**src/rtl/ssync_pkg.sv**
```systemverilog
// Package: shared constants and helpers for the sector sync framer.
// Assumes the sync pattern is one 0x00 byte, a run of 0xFF bytes and a final 0x00 byte.
package ssync_pkg;

    localparam int BYTE_W = 8;

    // Expected value of the byte at position pos inside a pattern of length len.
    function automatic logic [BYTE_W-1:0] sync_byte(input int pos, input int len);
        if (pos == 0 || pos == len - 1) begin
            return 8'h00;
        end
        return 8'hFF;
    endfunction

endpackage

```
**src/rtl/ssync_window.sv**
```systemverilog
// Module: sliding window over the last SYNC_LEN input bytes.
// On every accepted byte it shifts and presents three look-ahead results for the window
// as it will be after the shift: the oldest byte (the one to forward), whether the
// window is full and whether it equals the sync pattern.
// Assumes SYNC_LEN >= 3.
module ssync_window
    import ssync_pkg::*;
#(
    parameter int SYNC_LEN = 12
) (
    input  logic              clk,
    input  logic              rst_n,
    input  logic              shift,
    input  logic [BYTE_W-1:0] din,
    output logic [BYTE_W-1:0] oldest_nxt,
    output logic              full_nxt,
    output logic              match_nxt
);

    localparam int FILL_W = $clog2(SYNC_LEN + 1);

    logic [BYTE_W-1:0] win [SYNC_LEN];
    logic [BYTE_W-1:0] nxt [SYNC_LEN];
    logic [SYNC_LEN-1:0] hits;
    logic [FILL_W-1:0] fill;

    // Window contents after the pending shift, and the per-position pattern compare.
    generate
        for (genvar i = 0; i < SYNC_LEN; i++) begin : g_pos
            if (i == SYNC_LEN - 1) begin : g_new
                assign nxt[i] = din;
            end else begin : g_old
                assign nxt[i] = win[i+1];
            end
            assign hits[i] = (nxt[i] == sync_byte(i, SYNC_LEN));
        end
    endgenerate

    assign oldest_nxt = nxt[0];
    assign full_nxt   = (fill >= FILL_W'(SYNC_LEN - 1));
    assign match_nxt  = &hits;

    // Shift register holding the most recent bytes.
    always_ff @(posedge clk) begin
        if (!rst_n) begin
            for (int i = 0; i < SYNC_LEN; i++) begin
                win[i] <= '0;
            end
        end else if (shift) begin
            for (int i = 0; i < SYNC_LEN; i++) begin
                win[i] <= nxt[i];
            end
        end
    end

    // Counts the bytes received until the window is full.
    always_ff @(posedge clk) begin
        if (!rst_n) begin
            fill <= '0;
        end else if (shift && fill != FILL_W'(SYNC_LEN)) begin
            fill <= fill + 1'b1;
        end
    end

endmodule

```
**src/rtl/ssync_flywheel.sv**
```systemverilog
// Module: sector position counter with flywheel prediction.
// It advances once per forwarded byte. A detected sync restarts the sector, and a missing
// sync at the predicted place is either inserted or ends the lock. All outputs are
// registered and line up with the forwarded byte.
// Assumes hit is only raised together with step.
module ssync_flywheel #(
    parameter int SECTOR_LEN = 2352,
    localparam int IDX_W = $clog2(SECTOR_LEN)
) (
    input  logic             clk,
    input  logic             rst_n,
    input  logic             step,
    input  logic             hit,
    input  logic             det_en,
    input  logic             interp_en,
    output logic [IDX_W-1:0] idx,
    output logic             sof,
    output logic             inserted,
    output logic             slip,
    output logic             locked
);

    localparam logic [IDX_W-1:0] LAST_IDX = IDX_W'(SECTOR_LEN - 1);

    logic             due;
    logic             hit_q;
    logic [IDX_W-1:0] idx_d;
    logic             sof_d, ins_d, slip_d, lock_d;

    assign due   = locked && (idx == LAST_IDX);
    assign hit_q = hit && det_en;

    // Next framing state for the byte being forwarded.
    always_comb begin
        idx_d  = idx;
        sof_d  = 1'b0;
        ins_d  = 1'b0;
        slip_d = 1'b0;
        lock_d = locked;
        if (!det_en && !interp_en) begin
            idx_d  = '0;
            lock_d = 1'b0;
        end else if (step) begin
            if (hit_q) begin
                idx_d  = '0;
                sof_d  = 1'b1;
                slip_d = locked && !due;
                lock_d = 1'b1;
            end else if (due && interp_en) begin
                idx_d  = '0;
                sof_d  = 1'b1;
                ins_d  = 1'b1;
            end else if (due) begin
                idx_d  = '0;
                lock_d = 1'b0;
            end else if (locked) begin
                idx_d  = idx + 1'b1;
            end else begin
                idx_d  = '0;
            end
        end
    end

    // Registers holding the framing state.
    always_ff @(posedge clk) begin
        if (!rst_n) begin
            idx      <= '0;
            sof      <= 1'b0;
            inserted <= 1'b0;
            slip     <= 1'b0;
            locked   <= 1'b0;
        end else begin
            idx      <= idx_d;
            sof      <= sof_d;
            inserted <= ins_d;
            slip     <= slip_d;
            locked   <= lock_d;
        end
    end

endmodule

```
**src/rtl/ssync_framer.sv**
```systemverilog
// Module: top of the sector sync framer.
// It passes the input bytes through the pattern window and forwards each byte, once the
// window holds it as its oldest entry, with its sector index and start strobe.
// Assumes one byte per cycle at most, marked by in_valid.
module ssync_framer
    import ssync_pkg::*;
#(
    parameter int SECTOR_LEN = 2352,
    parameter int SYNC_LEN   = 12,
    localparam int IDX_W = $clog2(SECTOR_LEN)
) (
    input  logic             clk,
    input  logic             rst_n,
    input  logic             det_en,
    input  logic             interp_en,
    input  logic             in_valid,
    input  logic [7:0]       in_byte,
    output logic             out_valid,
    output logic [7:0]       out_byte,
    output logic [IDX_W-1:0] out_index,
    output logic             out_sof,
    output logic             out_inserted,
    output logic             out_slip,
    output logic             out_locked
);

    logic [BYTE_W-1:0] oldest_nxt;
    logic              full_nxt;
    logic              match_nxt;
    logic              step;

    assign step = in_valid && full_nxt;

    ssync_window #(.SYNC_LEN(SYNC_LEN)) u_window (
        .clk        (clk),
        .rst_n      (rst_n),
        .shift      (in_valid),
        .din        (in_byte),
        .oldest_nxt (oldest_nxt),
        .full_nxt   (full_nxt),
        .match_nxt  (match_nxt)
    );

    ssync_flywheel #(.SECTOR_LEN(SECTOR_LEN)) u_flywheel (
        .clk       (clk),
        .rst_n     (rst_n),
        .step      (step),
        .hit       (step && match_nxt),
        .det_en    (det_en),
        .interp_en (interp_en),
        .idx       (out_index),
        .sof       (out_sof),
        .inserted  (out_inserted),
        .slip      (out_slip),
        .locked    (out_locked)
    );

    // Output data register, aligned with the flywheel outputs.
    always_ff @(posedge clk) begin
        if (!rst_n) begin
            out_valid <= 1'b0;
            out_byte  <= '0;
        end else begin
            out_valid <= step;
            if (step) begin
                out_byte <= oldest_nxt;
            end
        end
    end

endmodule

```
**config.mk**
```make
export PLATFORM = sky130hd
export DESIGN_NAME = ssync_framer
export DESIGN_NICKNAME = d
export VERILOG_FILES = /design/src/rtl/ssync_pkg.sv /design/src/rtl/ssync_window.sv /design/src/rtl/ssync_flywheel.sv /design/src/rtl/ssync_framer.sv
export SDC_FILE = /design/constraint.sdc
export NUM_CORES = 1
export LEC_CHECK = 0
export BUFFER_PORTS_ARGS = -buffer_cell sky130_fd_sc_hd__buf_2
export CORE_MARGIN = 5
export CORE_UTILIZATION = 59
export CTS_CLUSTER_SIZE = 30
export DETAILED_ROUTE_END_ITERATION = 8
export GPL_ROUTABILITY_DRIVEN = 1
export HOLD_SLACK_MARGIN = 0.15
export PLACE_DENSITY = 0.9
export RECOVER_POWER = 25
export SYNTH_ARGS = -nofsm -noshare
export SYNTH_HDL_FRONTEND = slang
export SYNTH_SLANG_ARGS = --single-unit
```
**constraint.sdc**
```tcl
create_clock -name clk -period 4.2 [get_ports clk]
set_input_delay 1.05 -clock clk [delete_from_list [all_inputs] [get_ports clk]]
set_output_delay 1.05 -clock clk [all_outputs]
set_load 0.01 [all_outputs]
```
# Word-level counts from Yosys, hierarchy flattened
# Memory sizes are Yosys's and may differ from the RTL's.
# Index checks and enable logic that the tools add are counted.
# op_classes
addsub,2
order_cmp,1
eq_ne,13
n_mux,25
n_bitwise,15
n_reduce_logical,20
# op_table
operator,count
8-bit 2-to-1 mux,12
"8-bit == test, second input constant",10
12-bit 2-to-1 mux,4
8-bit zero test,2
"12-bit by 1-bit adder with 12-bit output, second input constant",1
"12-bit == test, second input constant",1
1-bit OR,12
12-bit AND reduction,1
1-bit 2-to-1 mux,9
1-bit logical AND,8
4-bit OR reduction,2
"4-bit by 1-bit adder with 4-bit output, second input constant",1
"4-bit greater-or-equal comparator, second input constant",1
"4-bit inequality test, second input constant",1
1-bit zero test,3
1-bit NOT,3
3-bit AND reduction,1
3-bit OR reduction,1
"2-bit by 1-bit inequality test with 1-bit output, second input constant",1
2-bit nonzero test,1
2-bit OR reduction,1
# totals
regBits,29
ram_bits,96
input_bits,13
output_inout_bits,25
elab_cells,85
memories,1
# memory_table
memory,words,word_bits,read_ports,rd_clocked_by_memory_dff,write_ports,line_no,text
u_window.win,12,8,11,0,12,ssync_window.sv:22,logic [BYTE_W-1:0] win [SYNC_LEN];

# Logic depth before layout (Yosys ltp)
# Gate-level depths: netlist of run 1.
# depth
ltp_word,6
mapped_depth,8
mapped_depth_nobuf,7

# By module
# From an unflattened synthesis of run 1, not the netlist that was laid out.
# hier_totals
hier_cells,391
area_unflattened_um2,4899.7
# modules_own_cells
module,n_inst,cells_per_inst,area_per_inst_um2,seq_area_each_um2
ssync_window,1,259,3751.1,2722.6
ssync_flywheel,1,91,780.7,320.3
ssync_framer,1,41,367.9,180.2

# Worst setup path before layout of run 1
# Ideal clock, no wire load.
# synth_timing
path_type,input -> register
startpoint,input rst_n
endpoint,memory u_window.win[1][2] (netlist: u_window.win[0][10]) (enable)
arrival_ns,2.983
path_slack_ns,0.367
cell_stages,3
n_path_buf,2
path_cell_list,clkbuf_1 clkbuf_1 nand2_1
# synth_rtl
item,line_no,text
from (decl),ssync_framer.sv:13,"input logic rst_n,"
to (decl),ssync_window.sv:22,

# Worst setup path in the final report of run 1
# layout_timing
startpoint,input in_byte[0]
endpoint,register u_flywheel.idx[0]
# layout_via
elab_chain_cells,5
# layout_lines
item,line_no,text
from (decl),ssync_framer.sv:17,"input logic [7:0] in_byte,"
8-bit zero test,ssync_window.sv:35,"assign hits[i] = (nxt[i] == sync_byte(i, SYNC_LEN));"
12-bit AND reduction,ssync_window.sv:41,assign match_nxt = &hits;
1-bit logical AND,ssync_framer.sv:48,".hit (step && match_nxt),"
1-bit logical AND,ssync_flywheel.sv:31,assign hit_q = hit && det_en;
12-bit 2-to-1 mux,ssync_flywheel.sv:44,if (hit_q) begin
to (signal assigned),ssync_flywheel.sv:73,idx <= idx_d;
to (decl),ssync_flywheel.sv:16,"output logic [IDX_W-1:0] idx,"
# Every way passes these cells.
# A chain may end at the register's enable or synchronous reset.

==> reports/results.txt, run 1 <==
run status: finished, final reports clean
root buffer cell: clkbuf_8
first-pass GRT wire length: 16,400 um
Mapped Avg Cell Area: 12.9 um2
crit-path leading delay family: simple AND/OR/NAND/NOR gates
worst path arrival time: 3.29 ns
async set-reset flop share out of synthesis: 0%
Worst Hold Path Cells: 2
FF+latch count, synth: 117
fillers: 516
final slew viol count: 0
period utilisation layout: 68.7%
Startpoint Class: input pin
leading cell type in the layout, fill and taps excluded: edfxtp_1
HP Start: out_byte[5]
layout cells sized above 1: 18.6%
CTS resizes: 0
pwr/cell area: 488 nW/um2
die height: 100 um
IO Pins: 38
top cell type's share of synthesized area: 54.7%
clk sinks: 117
antenna violation net count after detailed routing: 0
EDFF count, synth: 88
CTS buffer count: 17
Seq/Total Area, Yosys: 66.8%
hold slack: 0.471 ns
DR vias/cell: 6.18
Slew HR: 3.56%
Synth cell types: 42
initial antenna violation count: 1
count of final hold-check violations: 0
die area: 10,100 um2
Critical R2R Capture: u_flywheel.idx[0]
cts hold-fix bufs: 0
# DRC: 0
synthesized area: 4830 um2
WP buf/inv: 2
FF-to-FF setup slack: 1.59 ns
GR Overflow Total: 0
# setup viols final: 0
Ant. Diodes: 0
largest net degree at the start of global routing: 102
Crit Path Class: in2reg
r2r startpoint: u_window.fill[1]
Area contributors post-synth: edfxtp_1 55%, dfxtp_1 12%, and3_1 9.6%, nand4_1 2.7%, and2_1 2.6%
RD Place Congestion: 0.831
slowest CP cell: or4b_1
per-cell routed wire length: 19.5 um
CTS Buffer Depth: 2
Static Leak: 0.00243 uW
Post-Synth Adder-Cell Area: 0.778%
CTS tree: yes
most frequent cells in the layout: 88 x edfxtp_1, 74 x and3_1, 36 x buf_2, 29 x dfxtp_1, 28 x nand2_1
final wirelength: 10,300 um
IO Port Bufs: 37
GRT Util Overall: 21.7%
Syn Inst Count: 375
Critical Path RT: 4.60 ns
Chip Width: 100 um
Tightest Pin Transition: 1.45 ns
Mapped Nets: 391
P&R area growth vs syn: 16.9%
VDD IR max: 382 uV
post-synthesis mux area share: 0.441%
nets@finish: 428
Worst Reg-to-Reg Cells: 9
largest family of logic cells by synthesized area: simple AND/OR/NAND/NOR gates
Clk pin slew, worst setup/hold paths: 0.06 ns
row cnt: 33
dpl hpwl: 6620 um
Synth Area in Simple Gates: 23.4%
Yosys top cell by area: edfxtp_1
fin crit period: 2.88 ns
TritonRoute pass-1 iters: 5
Crit. End Element: flop
initial DRC count: 308
CP peak stage delay: 0.54 ns
Synth Area in Compound Gates: 5.60%
routed vias: 3,278
maximum capacitance violations: 0
RSZ-0062 raised after global routing: false
crit path max fanout: 15
critical path, cell by cell: buf_2, or4b_1, nor4_1, nand4_1, nor4_4, buf_4, nor3_2, mux2_2
fmax: 347 MHz
hold endpoint: out_byte[5]
Core Region: 8090 um2
worst min-delay path category: reg2reg
Warnings, synthesis: 0
Setup Buffers After CTS: 0
number of H-tree levels: 4
latest clock arrival within the worst-skew pair: 0.51 ns
Starting Density: 59.6%
skew final: 0.0123 ns
top_reg_cell synth: edfxtp_1
Post-Synth XOR/XNOR Area: 0.544%
number of global-route vias before repair: 3,258
setup tns final: 0 ns
==> per-layer routing <==
| metal | wire length (um) | up-vias | track usage, % |
|---|---|---|---|
| met5 | 13 | - | 0 |
| met4 | 345 | 2 | 11.6 |
| met3 | 713 | 32 | 7.13 |
| met2 | 5290 | 141 | 35.1 |
| met1 | 3960 | 1598 | 26.0 |
| li1 | - | 1505 | - |
==> power breakdown <==
group	leakage, uW	switching (uW)	internal [uW]
Clock	0.000285	481	836
Combinational	0.000944	57.9	31.5
Sequential	0.00120	37.3	1310
==> through the flow <==
stage,area (um2),cells,total power (uW),setup slack (ns),utilization (%)
after floorplan,4830,375,1420,0.367,-
after detailed placement,5090,498,1460,0.817,62.9
after CTS,5650,530,2770,1.36,69.8
final,5640,530,2750,1.32,69.7
after global routing,5640,530,2840,1.26,69.7
after global placement,5090,498,1450,0.889,62.9
==> Yosys cell counts (2+ instances only) <==
master,number
a22o_1,9
nor4_1,7
and2_1,20
nand2_1,29
nand4_1,21
a21boi_0,8
edfxtp_1,88
buf_6,2
nand3_1,2
a21oi_1,3
or3_1,3
and3_1,74
a211o_1,2
nor3_1,2
and3_2,3
nor2b_1,7
clkbuf_1,21
or4b_1,2
xnor2_1,3
ha_1,3
inv_1,3
dfxtp_1,29
nor2_1,8
o31ai_1,8
==> worst reg2reg max path, stage by stage, from the launching register on <==
cell	delay, ns
dfxtp_1	0.37
ha_1	0.21
o211ai_1	0.10
buf_4	0.22
nor4_1	0.41
nand4_1	0.22
nor4_4	0.32
buf_4	0.25
nor3_2	0.13
mux2_2	0.28
==> sequential cells by signal (all words and copies together), names as in the netlist <==
signal / cells
u_flywheel.inserted: 1
out_valid: 1
out_byte: 8
u_window.win: 88
u_window.fill: 4
u_flywheel.locked: 1
u_flywheel.sof: 1
u_flywheel.idx: 12
u_flywheel.slip: 1
==> kinds of logic after synthesis <==
logic type	Yosys count
and+or+nand+nor	188
buffers and inverters	27
DFF	117
adders and majority gates	3
muxes	2
xor gates and xnor gates	3
AOI/OAI and AO/OA	35
==> worst max path at each step <==
stage	start	endpoint	slack [ns]	cells after the start
6_report	in_byte[0]	u_flywheel.idx[0]	1.32	8
4_1_cts	in_byte[1]	u_flywheel.idx[0]	1.36	8
3_3_place_gp	in_byte[0]	u_flywheel.idx[0]	0.89	8
3_5_place_dp	in_byte[0]	u_flywheel.idx[0]	0.82	8
2_1_floorplan	rst_n	u_window.win[0][10]	0.37	3
5_1_grt	in_byte[1]	u_flywheel.idx[0]	1.26	8
==> final cells by class <==
type	instances	area, um2	area share (%)
tap	105	131	2.33
timing repair buffer	42	231	4.10
multi-input combinational	231	1490	26.4
sequential	117	3220	57.1
clock inverter	8	42.5	0.754
inverter	3	11.3	0.200
clock buffer	24	513	9.09
(Power assumes the default switching activity.)
==> inputs of run 2 (changes only) <==
- CORE_UTILIZATION: 59 -> 53
- PLACE_DENSITY: 0.9 -> 0.86
- clock period: 4.2 -> 2.6 ns (I/O delays scaled with it)
==> reports/results.txt, run 2 (synthesized netlist as in run 1, its figures left out) <==
Clk pin slew, worst setup/hold paths: 0.06 ns (about the same)
r2r startpoint: u_window.win[0][85]
VDD IR max: 621 uV (+63%)
IO Pins: 38 (unchanged)
GR Overflow Total: 0 (unchanged)
# DRC: 0 (unchanged)
run status: finished, final reports clean
count of final hold-check violations: 0 (unchanged)
Crit Path Class: reg2reg
leading cell type in the layout, fill and taps excluded: edfxtp_1
Slew HR: 28.9% (+25 points)
combinational share of power: 3.4% (+0.2 points)
Critical Path RT: 3.01 ns (-1.59 ns)
RD Place Congestion: 0.820 (-1.3%)
number of global-route vias before repair: 3,140 (-3.6%)
Starting Density: 54.8% (-4.8 points)
Area after DPL: 5160 um2 (+1.4%)
Final Cell Area: 5770 um2 (+2.3%)
IO Port Bufs: 37 (unchanged)
hold endpoint: u_window.win[0][91]
most frequent cells in the layout: 88 x edfxtp_1, 74 x and3_1, 35 x buf_2, 29 x dfxtp_1, 28 x nand2_1
final wirelength: 9900 um (-4.1%)
routed vias: 3,284 (+0.18%)
worst min-delay path category: in2reg
crit path max fanout: 5 (-10)
layout cells sized above 1: 20.7% (+2.1 points)
CTS buffer count: 17 (unchanged)
fillers: 639 (+24%)
period utilisation layout: 94.2%
maximum capacitance violations: 0 (unchanged)
Worst Reg-to-Reg Cells: 8 (-1)
fin crit period: 2.45 ns
pwr/cell area: 786 nW/um2 (+61%)
Static Leak: 0.00251 uW (+3.2%)
DR vias/cell: 6.06 (-2.0%)
P&R area growth vs syn: 19.6%
antenna violation net count after detailed routing: 0 (unchanged)
Ant. Diodes: 0 (unchanged)
Internal: 3580 uW (+65%)
first-pass GRT wire length: 15,800 um (-3.4%)
TritonRoute pass-1 iters: 5 (unchanged)
latest clock arrival within the worst-skew pair: 0.52 ns (about the same)
register share of total power: 47.9% (-1.0 points)
HP Start: in_byte[3]
final slew viol count: 0 (unchanged)
biggest regs: u_window.win (88), u_flywheel.idx (12), out_byte (8)
Chip Width: 105 um (+5.0%)
RSZ-0062 raised after global routing: false
root buffer cell: clkbuf_8
dpl cells: 508 (+2.0%)
nets@finish: 437 (+2.1%)
fmax: 408 MHz
number of H-tree levels: 4 (unchanged)
die height: 105 um (+5.0%)
# setup viols final: 0 (unchanged)
Core Util, Final: 65.5% (-4.2 points)
Startpoint Class: flop
cts hold-fix bufs: 0 (unchanged)
Sw Share: 21.0% (+0.10 points)
Crit. End Element: flop
pre-CTS WS: -0.406 ns (-1.22 ns)
GRT Util Overall: 18.5% (-3.2 points)
initial DRC count: 244 (-21%)
largest net degree at the start of global routing: 75 (-26%)
NetSw: 954 uW (+66%)
Critical R2R Capture: u_flywheel.idx[8]
worst path arrival time: 2.86 ns (-0.43 ns)
max reg flops: 88 (unchanged)
dpl hpwl: 6240 um (-5.7%)
final worst slack: 0.151 ns (-1.16 ns)
FF-to-FF setup slack: 0.15 ns (-1.44 ns)
CTS tree: yes
clock power share: 48.7% (+0.9 points)
hold slack: 0.423 ns (-0.0477 ns)
Tightest Pin Transition: 1.07 ns (-0.380 ns)
CTS Buffer Depth: 2 (unchanged)
Worst Hold Path Cells: 2 (unchanged)
per-cell routed wire length: 18.3 um (-6.2%)
clk sinks: 117 (unchanged)
die area: 11,100 um2 (+10%)
initial antenna violation count: 0 (-1)
Core Region: 8810 um2 (+8.8%)
skew final: 0.0116 ns (-0.000677 ns)
non-filler cells, final: 542 (+2.3%)
Top reg by flops: u_window.win
row cnt: 34 (+3.0%)
==> run 2: what timing repair did <==
action | 4_1_cts | 5_1_grt
resized for setup | 1 | 5
endpoints found under the setup margin | 5 | 10
pin swaps | 1 | 3
buffers inserted | 0 | 1
gates cloned | 0 | 1
==> run 2: critical path: stages (launching register included) <==
cell and delay (ns):
edfxtp_1 0.37, or4b_1 0.46, nor4_2 0.27, buf_4 0.15, nand4_1 0.21, nor4_4 0.37
buf_4 0.21, o31ai_1 0.06, a22o_1 0.24
==> run 2: routing by layer <==
layer / vias up / track usage, % / routed length [um]
li1: 1526 / - / -
met3: 25 / 5.07 / 526
met4: 0 / 8.53 / 248
met5: - / 0 / 0
met1: 1634 / 23.7 / 4210
met2: 99 / 29.5 / 4920
==> run 2: worst max path at each step <==
stage	startpoint	endpoint	slack, ns	cells past startpoint
floorplan	in_byte[0]	u_flywheel.idx[8]	0.02	7
global placement	in_byte[0]	u_flywheel.idx[11]	-0.32	9
detailed placement	in_byte[4]	u_flywheel.idx[6]	-0.41	9
CTS	in_byte[4]	u_flywheel.idx[6]	0.09	9
global route	u_window.win[0][94]	u_flywheel.idx[8]	0.009	8
finish	u_window.win[0][85]	u_flywheel.idx[8]	0.15	8
==> run 2: layout make-up <==
cell class | instances | area (um2) | share of cell area (%)
clock buffer | 26 | 541 | 9.36
clock inverter | 6 | 33.8 | 0.585
tap | 108 | 135 | 2.34
inverter | 3 | 11.3 | 0.195
timing repair buffer | 51 | 312 | 5.40
sequential | 117 | 3220 | 55.8
multi-input combinational | 231 | 1520 | 26.3
==> run 2: power groups by stage <==
stage               Clock [uW]  Sequential (uW)  Combinational (uW)
detailed placement           0             2210                 152
global placement             0             2200                 144
global route              2320             2180                 172
finish                    2210             2170                 155
CTS                       2240             2170                 155
floorplan                    0             2180                 104
==> run 2: through the flow <==
step                      total power (uW)  TNS [ns]
after floorplan                       2290         0
after global placement                2350     -3.87
after detailed placement              2360     -5.12
after CTS                             4560         0
after global routing                  4670         0
final                                 4540         0
